File: src/rtl/mesh_route_pkg.sv
package mesh_route_pkg;
  localparam int PORT_N = 5;
  typedef enum int unsigned {
    P_LOCAL = 0,
    P_XPOS  = 1,
    P_XNEG  = 2,
    P_YPOS  = 3,
    P_YNEG  = 4
  } port_idx_e;
  typedef logic [PORT_N-1:0] port_vec_t;
endpackage

File: src/rtl/axis_compare.sv
module axis_compare #(
  parameter int CW = 2
) (
  input  logic [CW-1:0] here,
  input  logic [CW-1:0] there,
  output logic          ahead,
  output logic          behind
);
  always_comb begin
    ahead  = there > here;
    behind = there < here;
  end

  always_comb begin
    assert (!(ahead && behind)) else $error("axis_compare: both directions flagged");
  end
endmodule

File: src/rtl/port_select.sv
module port_select
  import mesh_route_pkg::*;
(
  input  logic      x_ahead,
  input  logic      x_behind,
  input  logic      y_ahead,
  input  logic      y_behind,
  output port_vec_t port
);
  always_comb begin
    port = '0;
    if (x_ahead)       port[P_XPOS]  = 1'b1;
    else if (x_behind) port[P_XNEG]  = 1'b1;
    else if (y_ahead)  port[P_YPOS]  = 1'b1;
    else if (y_behind) port[P_YNEG]  = 1'b1;
    else               port[P_LOCAL] = 1'b1;
  end
endmodule

File: src/rtl/route_stage.sv
module route_stage #(
  parameter int W = 5
) (
  input  logic         clk,
  input  logic         rst_n,
  input  logic         in_valid,
  output logic         in_ready,
  input  logic [W-1:0] in_data,
  output logic         out_valid,
  input  logic         out_ready,
  output logic [W-1:0] out_data
);
  assign in_ready = !out_valid || out_ready;

  always_ff @(posedge clk) begin
    if (!rst_n) begin
      out_valid <= 1'b0;
      out_data  <= '0;
    end else if (in_ready) begin
      out_valid <= in_valid;
      if (in_valid) out_data <= in_data;
    end
  end

  assert_hold_R9: assert property (@(posedge clk) disable iff (!rst_n)
    out_valid && !out_ready |=> out_valid && $stable(out_data));
endmodule

File: src/rtl/mesh_route_unit.sv
module mesh_route_unit
  import mesh_route_pkg::*;
#(
  parameter int K  = 4,
  parameter int CW = (K > 1) ? $clog2(K) : 1
) (
  input  logic              clk,
  input  logic              rst_n,
  input  logic [CW-1:0]     node_x,
  input  logic [CW-1:0]     node_y,
  input  logic              hdr_valid,
  output logic              hdr_ready,
  input  logic [CW-1:0]     hdr_dst_x,
  input  logic [CW-1:0]     hdr_dst_y,
  output logic              sel_valid,
  input  logic              sel_ready,
  output logic [PORT_N-1:0] sel_port
);
  localparam int DIMS = 2;

  logic [DIMS-1:0][CW-1:0] here_c, there_c;
  logic [DIMS-1:0]         ahead, behind;
  port_vec_t               next_port;

  assign here_c[0]  = node_x;
  assign here_c[1]  = node_y;
  assign there_c[0] = hdr_dst_x;
  assign there_c[1] = hdr_dst_y;

  for (genvar d = 0; d < DIMS; d++) begin : g_axis
    axis_compare #(.CW(CW)) u_cmp (
      .here  (here_c[d]),
      .there (there_c[d]),
      .ahead (ahead[d]),
      .behind(behind[d])
    );
  end

  port_select u_sel (
    .x_ahead (ahead[0]),
    .x_behind(behind[0]),
    .y_ahead (ahead[1]),
    .y_behind(behind[1]),
    .port    (next_port)
  );

  route_stage #(.W(PORT_N)) u_stage (
    .clk      (clk),
    .rst_n    (rst_n),
    .in_valid (hdr_valid),
    .in_ready (hdr_ready),
    .in_data  (next_port),
    .out_valid(sel_valid),
    .out_ready(sel_ready),
    .out_data (sel_port)
  );

  logic hdr_fire;
  assign hdr_fire = hdr_valid && hdr_ready;

  assert_plus_x_R2: assert property (@(posedge clk) disable iff (!rst_n)
    hdr_fire && (hdr_dst_x > node_x) |=> sel_valid && sel_port[P_XPOS]);
  assert_minus_x_R3: assert property (@(posedge clk) disable iff (!rst_n)
    hdr_fire && (hdr_dst_x < node_x) |=> sel_valid && sel_port[P_XNEG]);
  assert_plus_y_R4: assert property (@(posedge clk) disable iff (!rst_n)
    hdr_fire && (hdr_dst_x == node_x) && (hdr_dst_y > node_y) |=> sel_port[P_YPOS]);
  assert_minus_y_R5: assert property (@(posedge clk) disable iff (!rst_n)
    hdr_fire && (hdr_dst_x == node_x) && (hdr_dst_y < node_y) |=> sel_port[P_YNEG]);
  assert_local_R6: assert property (@(posedge clk) disable iff (!rst_n)
    hdr_fire && (hdr_dst_x == node_x) && (hdr_dst_y == node_y) |=> sel_port[P_LOCAL]);
  assert_onehot_R7: assert property (@(posedge clk) disable iff (!rst_n)
    sel_valid |-> $countones(sel_port) == 1);
  assert_latency_R8: assert property (@(posedge clk) disable iff (!rst_n)
    hdr_fire |=> sel_valid);
  assert_ready_R10: assert property (@(posedge clk) disable iff (!rst_n)
    !sel_valid |-> hdr_ready);
endmodule

File: config.mk
export PLATFORM = sky130hd
export DESIGN_NAME = mesh_route_unit
export DESIGN_NICKNAME = d
export VERILOG_FILES = /design/src/rtl/mesh_route_pkg.sv /design/src/rtl/axis_compare.sv /design/src/rtl/port_select.sv /design/src/rtl/route_stage.sv /design/src/rtl/mesh_route_unit.sv
export SDC_FILE = /design/constraint.sdc
export NUM_CORES = 1
export LEC_CHECK = 0
export BUFFER_PORTS_ARGS = -buffer_cell sky130_fd_sc_hd__buf_4
export CAP_MARGIN = 20
export CORE_AREA = 2 2 39 41
export DETAILED_ROUTE_END_ITERATION = 8
export DIE_AREA = 0 0 41 43
export PLACE_DENSITY = 0.52
export SYNTH_ARGS = -nofsm -noshare
export SYNTH_HDL_FRONTEND = slang
export SYNTH_SLANG_ARGS = --single-unit
File: constraint.sdc
create_clock -name clk -period 1.5 [get_ports clk]
set_input_delay 0.075 -clock clk [delete_from_list [all_inputs] [get_ports clk]]
set_output_delay 0.075 -clock clk [all_outputs]
set_load 0.01 [all_outputs]
==> results of run 1 <==
==> final cells by class <==
type | instances | area, sq um | share of cell area
Sequential cell | 6 | 120 | 0.210
Tap cell | 16 | 20.0 | 0.0350
Timing Repair Buffer | 18 | 135 | 0.236
Inverter | 9 | 33.8 | 0.0591
Clock buffer | 3 | 22.5 | 0.0394
Multi-Input combinational cell | 30 | 240 | 0.420
==> kinds of logic after synthesis <==
group,synth area share
AND/OR/NAND/NOR,0.235
AO/OA/AOI/OAI,0.248
adder cells (fa/ha/maj),0.127
buffers and inverters,0.0857
flip-flops,0.305
==> per-stage QoR <==
stage | cells | total power, mW | hold WS [ns] | area [sq um] | setup WS (ns)
4_1_cts | 82 | 0.441 | 0.0967 | 572 | 0.429
3_5_place_dp | 79 | 0.291 | 0.347 | 549 | 0.361
6_report | 82 | 0.434 | 0.0971 | 572 | 0.434
3_3_place_gp | 79 | 0.291 | 0.355 | 549 | 0.351
2_1_floorplan | 45 | 0.241 | 0.193 | 394 | 0.496
5_1_grt | 82 | 0.471 | 0.106 | 572 | 0.383
==> flip-flops by register name, summed over array words and instances, names as in the netlist <==
register and flops:
u_stage.out_data 5, u_stage.out_valid 1
==> where the power goes <==
part / internal [mW] / total [mW] / switching, mW
Clock: 0.0904 / 0.147 / 0.0569
Sequential: 0.168 / 0.171 / 0.00345
Combinational: 0.0625 / 0.115 / 0.0529
Total: 0.321 / 0.434 / 0.113
==> worst max path at each step <==
stage / endpoint / start / slack [ns]
after floorplan: u_stage.out_data[3]$_SDFFE_PN0P_ / node_x[1] / 0.50
after global placement: u_stage.out_data[3]$_SDFFE_PN0P_ / hdr_dst_x[1] / 0.35
after CTS: hdr_ready / u_stage.out_valid$_SDFFE_PN0N_ / 0.43
after global routing: hdr_ready / u_stage.out_valid$_SDFFE_PN0N_ / 0.38
final: hdr_ready / u_stage.out_valid$_SDFFE_PN0N_ / 0.43
after detailed placement: u_stage.out_data[3]$_SDFFE_PN0P_ / hdr_dst_x[1] / 0.36
==> synth_stat cells, types with 3 or more instances <==
library cell	number	share of area
inv_1	8	0.076
dfxtp_1	6	0.30
ha_1	4	0.13
nand2_1	6	0.057
a21oi_1	3	0.038
==> layer usage <==
layer	global-route usage	up-vias
li1	-	202
met1	0.132	174
met2	0.172	11
met3	0.0209	0
met4	0.100	0
met5	0	-
==> impl_metrics.tcl, run 1 <==
set metrics [dict create \
    vias_per_cell 4.72 \
    drt_iter0_markers 2 \
    layout.cells.most_common "buf_4" \
    cts_max_path_buffers 2 \
    nets 84 \
    area_growth_syn_to_layout_pct 45.1 \
    grt_pass1_wl_um 1390 \
    die_h_um 43 \
    critPathTopFamily "flip-flops" \
    die_area_sq_mm 0.00176 \
    dp_hpwl_um 693 \
    r2r_start "u_stage.out_valid$_SDFFE_PN0N_" \
    met1_length_um 383 \
    grt_max_degree 8 \
    holdBufCountCts 0 \
    hold_class "in2reg" \
    grt.overflow.total 0 \
    hold_start "rst_n" \
    antenna_found_initial 0 \
    num_vias 387 \
    antenna_cells 0 \
    clock_latency_ns 0.24 \
    fin_worst_skew_ns 0.00254 \
    slew_headroom 0.830 \
    wl_um 819 \
    powerDensity_mw_per_mm2 759 \
    period_share 0.711 \
    wl_met2_um 387 \
    cp-end-kind "output port" \
    slew_violations 0 \
    numPortBuffers 18 \
    fmax_mhz 938 \
    syn_area_sq_um 394 \
    grt.total_usage 0.115 \
    max_stage_delay_ns 0.32 \
    avgSynthCellArea_sq_um 8.76 \
    status "completed" \
    r2r_slack_ns 0.51 \
    ir_drop_mv 0.295 \
    grt_pass1_vias 373 \
    p_leak_nw 0.279 \
    crit_chain "nor2b_4 > inv_2 > buf_4" \
    synth_cells 45 \
    yosysUniqueCellTypes 23 \
    final_cell_mix "buf_4, inv_1, nand2_1, dfxtp_1, ha_1" \
    final-hold-violation-count 0 \
    drtAntennaViolNets 0 \
    fin_util 0.413 \
    crit_path_max_fanout 6 \
    rsz0062_at_grt "false" \
    cts_tree "built" \
    min_to "u_stage.out_data[1]$_SDFFE_PN0P_" \
    core_sq_mm 0.00138 \
    die_w_um 41 \
    startpoint_type "flop" \
    wl_per_cell_um 9.99 \
    highest_layer "met3" \
    ys_async_sr_fraction 0 \
    drtPass1Iterations 2 \
    cp_data_arrival_time_ns 0.99 \
    synth_ff_type "dfxtp_1" \
    cts.sinks 6 \
    whs_path_depth 2 \
    tns_ns 0 \
    setup_viol 0 \
    initial_utilization 0.285 \
    cts_htree_levels 1 \
    cts_inserted_buffers 3 \
    synth_edf_count 0 \
    drc 0 \
    critPathSlowestCell "dfxtp_1" \
    required_ns 1.42 \
    io_pins 19 \
    finalCriticalPeriod_ns 1.07 \
    worstReg2RegEnd "u_stage.out_data[3]$_SDFFE_PN0P_" \
    crit_cells 3 \
    cap_viol_max_count 0 \
    synth-seq-cells 6 \
    wl_met3_um 48 \
    rows 14 \
    cts_resized 0 \
    fillers 156 \
    synth_nets 61 \
    tightest_slew_ns 0.255 \
    place_congestion 0.737 \
    drive_gt1_frac 0.424 \
    rr_worst_depth 4 \
    cts_root_buf "clkbuf_4" \
    path_clk_slew_ns 0.05 \
    cp_num_buf_inv 2 \
    yosysWarnings 0 \
    post-cts-setup-buffers 0 \
    ys_seq_area_frac 0.305 \
    critical_path_class "reg2out" \
]
(Power assumes the default switching activity.)
==> inputs of run 2 (changes only) <==
- ABC_AREA: not set -> 1
- PLACE_DENSITY: 0.52 -> 0.49
- clock period: 1.5 -> 1.1 ns (I/O delays scaled with it)
==> run 2 against run 1 <==
Net effect:
- final cell count is 6.1% higher
- core utilization decreased by 2.6 points
- combinational power is 27% higher
- synthesized area shrank 9.2%
- clock power rose by 34%
- worst setup slack got worse by 0.24 ns
- critical endpoint is now u_stage.out_data[0]$_SDFFE_PN0P_
==> impl_metrics.tcl, run 2 <==
set metrics [dict create \
    finalCriticalPeriod_ns 0.910 \
    synth_ff_type "dfxtp_1" \
    largest_register_ffs 5 \
    rr_worst_depth 5 \
    whs_path_depth 3 \
    r2r_start "u_stage.out_valid$_SDFFE_PN0N_" \
    io_pins 19 \
    cts_max_path_buffers 2 \
    tns_ns 0 \
    required_ns 1.27 \
    cts_tree "built" \
    ys_seq_area_frac 0.336 \
    ys_async_sr_fraction 0 \
    critical_path_class "reg2reg" \
    num_vias 348 \
    yosysWarnings 0 \
    startpoint_type "flop" \
    grt_pass1_vias 302 \
    setup_viol 0 \
    worst_slack_ns 0.190 \
    crit_path_max_fanout 6 \
    synth_area_leaders "dfxtp_1, ha_1, nand2_1" \
    dpl_worst_slack_ns 0.0442 \
    area_growth_syn_to_layout_pct 49.7 \
    hold_class "in2reg" \
    grt_pass1_wl_um 1090 \
    fin_worst_skew_ns 0.00684 \
    drt_iter0_markers 5 \
    synth_top_cell_area_share 0.336 \
    reg_top3 "u_stage.out_data (5), u_stage.out_valid (1)" \
    place_congestion 0.670 \
    cts_inserted_buffers 3 \
    layout.cells.most_common "buf_4" \
    die_w_um 41 \
    cap_viol_max_count 0 \
    grt_max_degree 7 \
    ir_drop_mv 0.636 \
    synth_common_cells "nand2_1, inv_1, a21oi_1, dfxtp_1, ha_1" \
    dp_hpwl_um 572 \
    syn_area_sq_um 358 \
    status "completed" \
    synth-seq-cells 6 \
    drive_gt1_frac 0.366 \
    core_sq_mm 0.00138 \
    final-hold-violation-count 0 \
    cp_data_arrival_time_ns 1.08 \
    post-cts-setup-buffers 0 \
    final_cell_mix "buf_4, nand2_1, inv_1" \
    antenna_found_initial 0 \
    nets 89 \
    cp-end-kind "flop" \
    total_power_mw 0.581 \
    fin_cells 87 \
    clock_latency_ns 0.24 \
    period_share 0.827 \
    p_leak_nw 0.296 \
    rows 14 \
    synth_edf_count 0 \
    hold_start "rst_n" \
    wl_um 674 \
    cts_resized 0 \
    numPortBuffers 18 \
    rsz0062_at_grt "false" \
    cts.sinks 6 \
    antenna_cells 0 \
    drtAntennaViolNets 0 \
    holdBufCountCts 0 \
    dp_cells 84 \
    slew_violations 0 \
    synth_most_common_cell "nand2_1" \
    powerDensity_mw_per_mm2 1080 \
    path_clk_slew_ns 0.05 \
    cts_htree_levels 1 \
    drc 0 \
    synth_cells 50 \
    die_area_sq_mm 0.00176 \
    grt.total_usage 0.0898 \
    placed_cell_area_sq_um 513 \
    fmax_mhz 1100 \
    tightest_slew_ns 0.231 \
    wl_per_cell_um 7.75 \
    drtPass1Iterations 3 \
    yosysUniqueCellTypes 11 \
    synth_top_area_cell "dfxtp_1" \
    top_register "u_stage.out_data" \
    cts_root_buf "clkbuf_4" \
    avgSynthCellArea_sq_um 7.16 \
    slew_headroom 0.846 \
    crit_start "u_stage.out_valid$_SDFFE_PN0N_" \
    initial_utilization 0.259 \
    synth_nets 66 \
    die_h_um 43 \
    grt.overflow.total 0 \
    vias_per_cell 4.00 \
    post-route-cell-area_sq_um 536 \
]
## run 2: final timing paths
check	slack [ns]	to
max	0.19	u_stage.out_data[0]$_SDFFE_PN0P_
max reg2reg	0.19	u_stage.out_data[0]$_SDFFE_PN0P_
min	0.08	u_stage.out_data[2]$_SDFFE_PN0P_
min reg2reg	0.46	u_stage.out_data[0]$_SDFFE_PN0P_
## run 2: area by class of cell
type,instances,area [sq um]
clock buffers,3,22.5
fillers,158,848
inverters,12,45.0
multi-input cells,32,193
flip-flops and latches,6,120
well taps,16,20.0
repair buffers,18,135
## run 2: worst max-delay path, cell delays in order (launching register included)
cell,delay (ns)
dfxtp_1,0.33
nand2_4,0.09
nand2_4,0.08
nor2_4,0.14
nand3_1,0.09
a21oi_1,0.12
## run 2: report_power, final
| group | internal, mW | switching (mW) | total [mW] | leakage, nW |
|---|---|---|---|---|
| Sequential | 0.231 | 0.00672 | 0.237 | 0.0492 |
| Combinational | 0.0735 | 0.0724 | 0.146 | 0.233 |
| Clock | 0.123 | 0.0743 | 0.197 | 0.0138 |
## run 2: stage by stage
step,hold WS (ns),util
2_1_floorplan,0.191,-
3_3_place_gp,0.328,0.371
3_5_place_dp,0.325,0.371
4_1_cts,0.0720,0.387
5_1_grt,0.0837,0.387
6_report,0.0796,0.387
## run 2: kinds of logic (layout without fill, tap and decap cells)
| family | Yosys count | in the layout | synth area share |
|---|---|---|---|
| AOI/OAI and AO/OA | 10 | 10 | 0.140 |
| adders and majority gates | 4 | 4 | 0.140 |
| buffers and inverters | 12 | 33 | 0.126 |
| DFF | 6 | 6 | 0.336 |
| and+or+nand+nor | 18 | 18 | 0.259 |
## run 2: layer usage
metal / vias to the layer above / global-route usage / routed length (um) / part of all wire
met5: - / 0 / 0 / 0
met4: 0 / 0.0400 / 0 / 0
met3: 0 / 0.0314 / 47 / 0.070
met2: 8 / 0.138 / 293 / 0.43
met1: 140 / 0.108 / 333 / 0.49
li1: 200 / - / - / -
